### config.mk
export PLATFORM = sky130hd
export DESIGN_NAME = sdt_ctrl_regs
export DESIGN_NICKNAME = d
export VERILOG_FILES = /design/src/rtl/sdt_pkg.sv /design/src/rtl/sdt_coef_ram.sv /design/src/rtl/sdt_coef_loader.sv /design/src/rtl/sdt_ctrl_regs.sv
export SDC_FILE = /design/constraint.sdc
export NUM_CORES = 2
export LEC_CHECK = 0
export ABC_AREA = 1
export BUFFER_PORTS_ARGS = -buffer_cell sky130_fd_sc_hd__buf_4
export CORE_MARGIN = 2
export CORE_UTILIZATION = 45
export CTS_BUF_LIST = sky130_fd_sc_hd__clkbuf_16
export CTS_CLUSTER_DIAMETER = 30
export DETAILED_ROUTE_END_ITERATION = 16
export HOLD_SLACK_MARGIN = 0.02
export PLACE_DENSITY = 0.71
export SLEW_MARGIN = 20
export SYNTH_ARGS = -nofsm -noshare
export SYNTH_HDL_FRONTEND = slang
export SYNTH_HIERARCHICAL = 1
export SYNTH_SLANG_ARGS = --single-unit
### constraint.sdc
create_clock -name clk -period 5.9 [get_ports clk]
set_clock_uncertainty 0.1 [all_clocks]
set_input_delay 0.295 -clock clk [delete_from_list [all_inputs] [get_ports clk]]
set_output_delay 0.295 -clock clk [all_outputs]
set_load 0.1 [all_outputs]
### src/rtl/sdt_pkg.sv
package sdt_pkg;
    localparam logic [7:0] OFS_REV   = 8'h00;
    localparam logic [7:0] OFS_SYS   = 8'h10;
    localparam logic [7:0] OFS_IRQST = 8'h18;
    localparam logic [7:0] OFS_IRQEN = 8'h1C;
    localparam logic [7:0] OFS_GAIN  = 8'h24;
    localparam logic [7:0] OFS_COEF  = 8'h28;
    localparam logic [7:0] OFS_CTRL  = 8'h2C;

    localparam int CTL_TONE = 0;
    localparam int CTL_LDEN = 1;
    localparam int CTL_DONE = 2;

    typedef enum logic [1:0] {
        LD_IDLE = 2'd0,
        LD_FILL = 2'd1,
        LD_FULL = 2'd2
    } ld_state_e;
endpackage

### src/rtl/sdt_coef_ram.sv
module sdt_coef_ram #(
    parameter int DEPTH  = 128,
    parameter int WIDTH  = 16,
    parameter int IDX_W  = $clog2(DEPTH)
) (
    input  logic             clk,
    input  logic             we,
    input  logic [IDX_W-1:0] wr_idx,
    input  logic [WIDTH-1:0] wr_data,
    input  logic [IDX_W-1:0] rd_idx,
    output logic [WIDTH-1:0] rd_data
);
    logic [WIDTH-1:0] mem [DEPTH];

    always_ff @(posedge clk) begin
        if (we) begin
            mem[wr_idx] <= wr_data;
        end
    end

    assign rd_data = mem[rd_idx];
endmodule

### src/rtl/sdt_coef_loader.sv
module sdt_coef_loader
    import sdt_pkg::*;
#(
    parameter int N_TAPS = 128,
    parameter int IDX_W  = $clog2(N_TAPS)
) (
    input  logic             clk,
    input  logic             rst_n,
    input  logic             ctl_we,
    input  logic             ctl_lden,
    input  logic             data_we,
    output logic             lden_o,
    output logic             done_o,
    output logic             mem_we,
    output logic [IDX_W-1:0] mem_idx
);
    localparam logic [IDX_W-1:0] LAST_IDX = IDX_W'(N_TAPS - 1);

    ld_state_e        state_q, state_d;
    logic [IDX_W-1:0] idx_q;

    always_ff @(posedge clk or negedge rst_n) begin
        if (!rst_n) begin
            state_q <= LD_IDLE;
        end else begin
            state_q <= state_d;
        end
    end

    always_comb begin
        state_d = state_q;
        unique case (state_q)
            LD_IDLE: if (ctl_we && ctl_lden) state_d = LD_FILL;
            LD_FILL: begin
                if (ctl_we && !ctl_lden) begin
                    state_d = LD_IDLE;
                end else if (data_we && idx_q == LAST_IDX) begin
                    state_d = LD_FULL;
                end
            end
            LD_FULL: if (ctl_we && !ctl_lden) state_d = LD_IDLE;
            default: state_d = LD_IDLE;
        endcase
    end

    always_comb begin
        lden_o = 1'b0;
        done_o = 1'b0;
        mem_we = 1'b0;
        unique case (state_q)
            LD_IDLE: ;
            LD_FILL: begin
                lden_o = 1'b1;
                mem_we = data_we;
            end
            LD_FULL: begin
                lden_o = 1'b1;
                done_o = 1'b1;
            end
            default: ;
        endcase
    end

    always_ff @(posedge clk or negedge rst_n) begin
        if (!rst_n) begin
            idx_q <= '0;
        end else if (state_q == LD_IDLE) begin
            idx_q <= '0;
        end else if (mem_we) begin
            idx_q <= idx_q + 1'b1;
        end
    end

    assign mem_idx = idx_q;

    p_start_at_zero_r6: assert property (@(posedge clk) disable iff (!rst_n)
        $rose(lden_o) |-> (idx_q == '0));
    p_done_after_last_r7: assert property (@(posedge clk) disable iff (!rst_n)
        $rose(done_o) |-> $past(data_we && idx_q == LAST_IDX));
    p_done_cleared_r9: assert property (@(posedge clk) disable iff (!rst_n)
        $fell(lden_o) |-> !done_o);
    p_no_store_full_r8: assert property (@(posedge clk) disable iff (!rst_n)
        done_o |-> !mem_we);
endmodule

### src/rtl/sdt_ctrl_regs.sv
module sdt_ctrl_regs
    import sdt_pkg::*;
#(
    parameter int          N_TAPS = 128,
    parameter int          COEF_W = 16,
    parameter int          ADDR_W = 8,
    parameter logic [31:0] REV_ID = 32'h0000_0102,
    localparam int         IDX_W  = $clog2(N_TAPS)
) (
    input  logic              clk,
    input  logic              rst_n,
    input  logic [ADDR_W-1:0] bus_addr,
    input  logic              bus_we,
    input  logic [31:0]       bus_wdata,
    output logic [31:0]       bus_rdata,
    input  logic [IDX_W-1:0]  coef_rd_idx,
    output logic [COEF_W-1:0] coef_rd_data,
    output logic [15:0]       gain_ch0,
    output logic [15:0]       gain_ch1,
    output logic              tone_en,
    output logic              auto_idle
);
    localparam logic [ADDR_W-1:0] A_REV   = ADDR_W'(OFS_REV);
    localparam logic [ADDR_W-1:0] A_SYS   = ADDR_W'(OFS_SYS);
    localparam logic [ADDR_W-1:0] A_IRQST = ADDR_W'(OFS_IRQST);
    localparam logic [ADDR_W-1:0] A_IRQEN = ADDR_W'(OFS_IRQEN);
    localparam logic [ADDR_W-1:0] A_GAIN  = ADDR_W'(OFS_GAIN);
    localparam logic [ADDR_W-1:0] A_COEF  = ADDR_W'(OFS_COEF);
    localparam logic [ADDR_W-1:0] A_CTRL  = ADDR_W'(OFS_CTRL);

    logic             idle_q, tone_q;
    logic [31:0]      gain_q, irqen_q;
    logic             wr_sys, wr_gain, wr_irqen, wr_ctrl, wr_coef;
    logic             lden, done, mem_we;
    logic [IDX_W-1:0] mem_idx;

    assign wr_sys   = bus_we && bus_addr == A_SYS;
    assign wr_gain  = bus_we && bus_addr == A_GAIN;
    assign wr_irqen = bus_we && bus_addr == A_IRQEN;
    assign wr_ctrl  = bus_we && bus_addr == A_CTRL;
    assign wr_coef  = bus_we && bus_addr == A_COEF;

    always_ff @(posedge clk or negedge rst_n) begin
        if (!rst_n) begin
            idle_q  <= 1'b1;
            tone_q  <= 1'b0;
            gain_q  <= '0;
            irqen_q <= '0;
        end else begin
            if (wr_sys)   idle_q  <= bus_wdata[0];
            if (wr_ctrl)  tone_q  <= bus_wdata[CTL_TONE];
            if (wr_gain)  gain_q  <= bus_wdata;
            if (wr_irqen) irqen_q <= bus_wdata;
        end
    end

    sdt_coef_loader #(.N_TAPS(N_TAPS), .IDX_W(IDX_W)) u_loader (
        .clk     (clk),
        .rst_n   (rst_n),
        .ctl_we  (wr_ctrl),
        .ctl_lden(bus_wdata[CTL_LDEN]),
        .data_we (wr_coef),
        .lden_o  (lden),
        .done_o  (done),
        .mem_we  (mem_we),
        .mem_idx (mem_idx)
    );

    sdt_coef_ram #(.DEPTH(N_TAPS), .WIDTH(COEF_W), .IDX_W(IDX_W)) u_ram (
        .clk    (clk),
        .we     (mem_we),
        .wr_idx (mem_idx),
        .wr_data(bus_wdata[COEF_W-1:0]),
        .rd_idx (coef_rd_idx),
        .rd_data(coef_rd_data)
    );

    always_comb begin
        bus_rdata = '0;
        case (bus_addr)
            A_REV:   bus_rdata = REV_ID;
            A_SYS:   bus_rdata = {31'd0, idle_q};
            A_IRQST: bus_rdata = '0;
            A_IRQEN: bus_rdata = irqen_q;
            A_GAIN:  bus_rdata = gain_q;
            A_CTRL:  bus_rdata = {29'd0, done, lden, tone_q};
            default: bus_rdata = '0;
        endcase
    end

    assign gain_ch0  = gain_q[15:0];
    assign gain_ch1  = gain_q[31:16];
    assign tone_en   = tone_q;
    assign auto_idle = idle_q;

    p_rev_const_r2: assert property (@(posedge clk) disable iff (!rst_n)
        (bus_addr == A_REV) |-> (bus_rdata == REV_ID));
    p_gain_hold_r10: assert property (@(posedge clk) disable iff (!rst_n)
        !wr_gain |=> $stable({gain_ch1, gain_ch0}));
    p_tone_hold_r5: assert property (@(posedge clk) disable iff (!rst_n)
        !wr_ctrl |=> $stable(tone_en));
    p_done_implies_lden_r7: assert property (@(posedge clk) disable iff (!rst_n)
        done |-> lden);
endmodule

==> qor.log <==
[yosys] top cell type by total area after synthesis edfxtp_1
[yosys] cell types with the largest area share after synthesis edfxtp_1 71%, nand3_1 12%, nand2_1 9.5%
[clock_network] number of sinks on the clock net 2123
[timing] transition time of the tightest slew-check pin 1190 ps
[floorplanning] number of standard-cell rows in the floorplan 161
[route] total wire length after detailed routing 245000 um
[min_path] hold worst-path end u_ram/mem[33][6]
[route] count of routing violations after the opening detailed-route iteration 8117
[min_path] source of the worst hold timing path bus_wdata[6]
[finish] fraction of final layout cells with drive strength greater than 1 14.5%
[timing] number of hold-slack violations in the final timing report 0
[placed_design] Final Wtd Congestion 0.877
[floorplanning] Die X-Extent 443 um
[timing] max-slew violation count 0
[clock_network] number of buffers inserted during clock tree synthesis 406
[worst_setup_path] Setup Crit Path Kind in -> reg
[worst_setup_path] critical path peak fanout 17
[route] Metal-1 WL 90600 um
[placed_design] input/output buffers 131
[floorplanning] starting density of the core 45.1%
[route] drt wl/cell 23.5 um
[power_and_ir_drop] power density cells 401 mW/mm2
[worst_setup_path] critical path data arrival time 4960 ps
[yosys] proportion of netlist area held by the largest area contributor 71.0%
[route] top routing layer in use met5
[yosys] per-instance average area after synthesis 12.0 um2
[grt] first-pass GRT wire length 365000 um
[floorplanning] die area 0.196 mm2
[yosys] Seq cells post-synth 2123
[clock_network] maximum root-to-sink buffer count 4
[worst_setup_path] worst reg2reg path endpoint u_ram/mem[59][4]
[yosys] proportion of synthesized chip area in sequential cells 73.1%
[placed_design] detailed-placement wirelength estimate 128000 um
[finish] most common cell after layout, fill and taps aside nand2_1
[worst_setup_path] startpoint types primary input
[timing] post-route minimum period 4480 ps
[route] number of iterations in the first detailed-routing pass 7
[worst_setup_path] type of element capturing the critical path flip-flop
[yosys] post-synthesis cell area 0.0867 mm2
[floorplanning] Chip Height 443 um
[route] DR WL met2 113000 um
[clock_network] post-CTS setup-driven buffer insertion count 0
[grt] number of global-route vias before repair 58800
[timing] final clock period utilization by the worst path 75.9%
[timing] count of endpoints failing setup in the final report 0
[timing] RSZ-0062 raised after global routing false
[route] number of remaining DRC errors 0
[finish] P&R area growth vs syn 20.7%
[grt] overflow left after global routing 0
[route] count of antenna-violating nets left after detailed routing 0
[grt] maximum number of pins on one net before global-route repair 202
[route] vias per inst 5.79
[min_path] Hold Path Cell Cnt 2
[clock_network] buffer type at the clock tree root clkbuf_16
[clock_network] Clock Latency Late Sink 940 ps
[power_and_ir_drop] Max VDD drop 0.359 mV
[yosys] Net Count, Synth 7295
[timing] Setup TNS 0 ps
[power_and_ir_drop] Leakage 38.3 nW
[clock_network] H-tree depth 5
[finish] NumNets Final 7626
[floorplanning] Core Box Area 0.192 mm2
[yosys] cell count after synthesis 7241
[grt] Overall Global Routing Usage 24.5%
[worst_setup_path] slack of the worst reg-to-reg path 2560 ps
[timing] hold slack final 41.9 ps
[yosys] Cell variety after synth 34
[route] routed length on met3 29000 um
[min_path] worst hold path type in -> reg
[worst_setup_path] Critical Path RT 6380 ps
[timing] Relative slew margins 20.6%
[timing] maximum clock rate 223 MHz
[finish] highest-count cells in the layout ignoring fill and taps 2190 x nand2_1, 2068 x nand3_1, 2048 x edfxtp_1
[grt] initial antenna violation count 7
[clock_network] Clk pin slew, worst setup/hold paths 50 ps
[route] Via Count 60400
[run] max-capacitance violation count 0
[status] result of the run finished clean
[worst_setup_path] R2R depth 5
[yosys] Warnings, synthesis 6
[worst_setup_path] startpoint of the most critical register-to-register path u_loader/mem_idx[5]
[floorplanning] I/O pin total 132
[clock_network] TritonCTS clock tree yes
==> report_power, final <==
| group | switching [mW] | leakage (nW) | internal (mW) |
|---|---|---|---|
| clock | 7.58 | 6.81 | 15.5 |
| combinational | 1.69 | 12.1 | 0.506 |
| sequential | 0.0241 | 19.4 | 16.6 |
| total | 9.29 | 38.3 | 32.6 |
==> cells in the mapped netlist <==
library cell,count
a21oi_1,2
nand2_4,1
o21ai_2,64
and2_4,1
buf_4,61
nor3_1,8
nand3_2,2
nor2_4,3
nand2_8,1
buf_2,257
nand2_2,55
clkbuf_1,81
o21ai_0,5
nor2_8,2
nor2_2,2
inv_4,2
ha_1,4
inv_1,74
nand4_1,1
dfrtp_1,74
nor4_1,1
o21ai_1,1
a21boi_1,1
nand3_4,2
buf_6,37
buf_1,41
a31oi_1,2
edfxtp_1,2048
inv_2,7
dfstp_2,1
nand3_1,2068
buf_8,1
nand2_1,2191
nor2_1,140
==> final cells by class <==
| cell class | instances | area (um2) |
|---|---|---|
| timing repair buffer | 401 | 3500 |
| clock buffer | 415 | 10400 |
| sequential | 2123 | 63400 |
| inverter | 83 | 348 |
| clock inverter | 319 | 3440 |
| multi-input combinational | 4557 | 20400 |
| fill | 14900 | 87400 |
| antenna | 2 | 5.00 |
| tap | 2526 | 3160 |
==> critical path: stages <==
cell and delay [ps]:
dlygate4sd3_1 530, buf_4 140, inv_2 80, nand2_8 40
dlygate4sd3_1 680, nor4_1 390, dlygate4sd3_1 680, nand2_2 120
inv_4 180, nand2_1 710, buf_4 460, nor2_1 320
buf_4 320
==> metal layers <==
layer / GRT usage, % / up-vias
met5: 0 / -
met4: 12.4 / 6
met3: 5.70 / 642
met2: 37.6 / 3928
met1: 32.6 / 29300
li1: - / 26500
==> state kept, by name, summed over array words and instances, names as in the netlist <==
signal,cells
u_ram/mem,2048
u_loader/state_q,2
tone_en,1
auto_idle,1
u_loader/mem_idx,7
irqen_q,32
gain_q,32
==> metrics by stage <==
stage	instance area, um2	utilization, %	power [mW]	cells	worst slack, ps
finish	105000	54.5	41.9	10400	1420
global route	105000	54.5	42.9	10400	1420
global placement	90200	47.0	18.9	9635	1950
floorplan	86700	-	18.1	7241	2950
CTS	105000	54.4	42.0	10400	1490
detailed placement	90200	47.0	19.0	9635	1900
==> kinds of logic (layout without fill, tap and decap cells) <==
kind of cell             count (synthesis)  after routing  share of synthesized area, %
AO/OA/AOI/OAI                           75             75                         0.716
adder cells (fa/ha/maj)                  4              4                        0.0577
buffers and inverters                  561           1218                          3.40
flip-flops                            2123           2123                          73.1
other                                    0              2                             0
AND/OR/NAND/NOR                       4478           4478                          22.7
==> worst max-delay path by stage <==
stage	start	to	slack (ps)	cells after the start
floorplan	bus_addr[4]	u_ram/mem[105][0]	2950	9
global placement	coef_rd_idx[0]	coef_rd_data[8]	1950	13
detailed placement	coef_rd_idx[0]	coef_rd_data[8]	1900	13
CTS	bus_addr[7]	u_ram/mem[110][13]	1490	13
global route	bus_addr[7]	u_ram/mem[110][13]	1420	13
finish	bus_addr[7]	u_ram/mem[110][13]	1420	13
==> what timing repair did <==
action,4_1_cts,5_1_grt
gates resized for setup,0,0
hold buffers,53,0
endpoints found under the hold margin,779,0
Power figures use the tool's default switching activity.
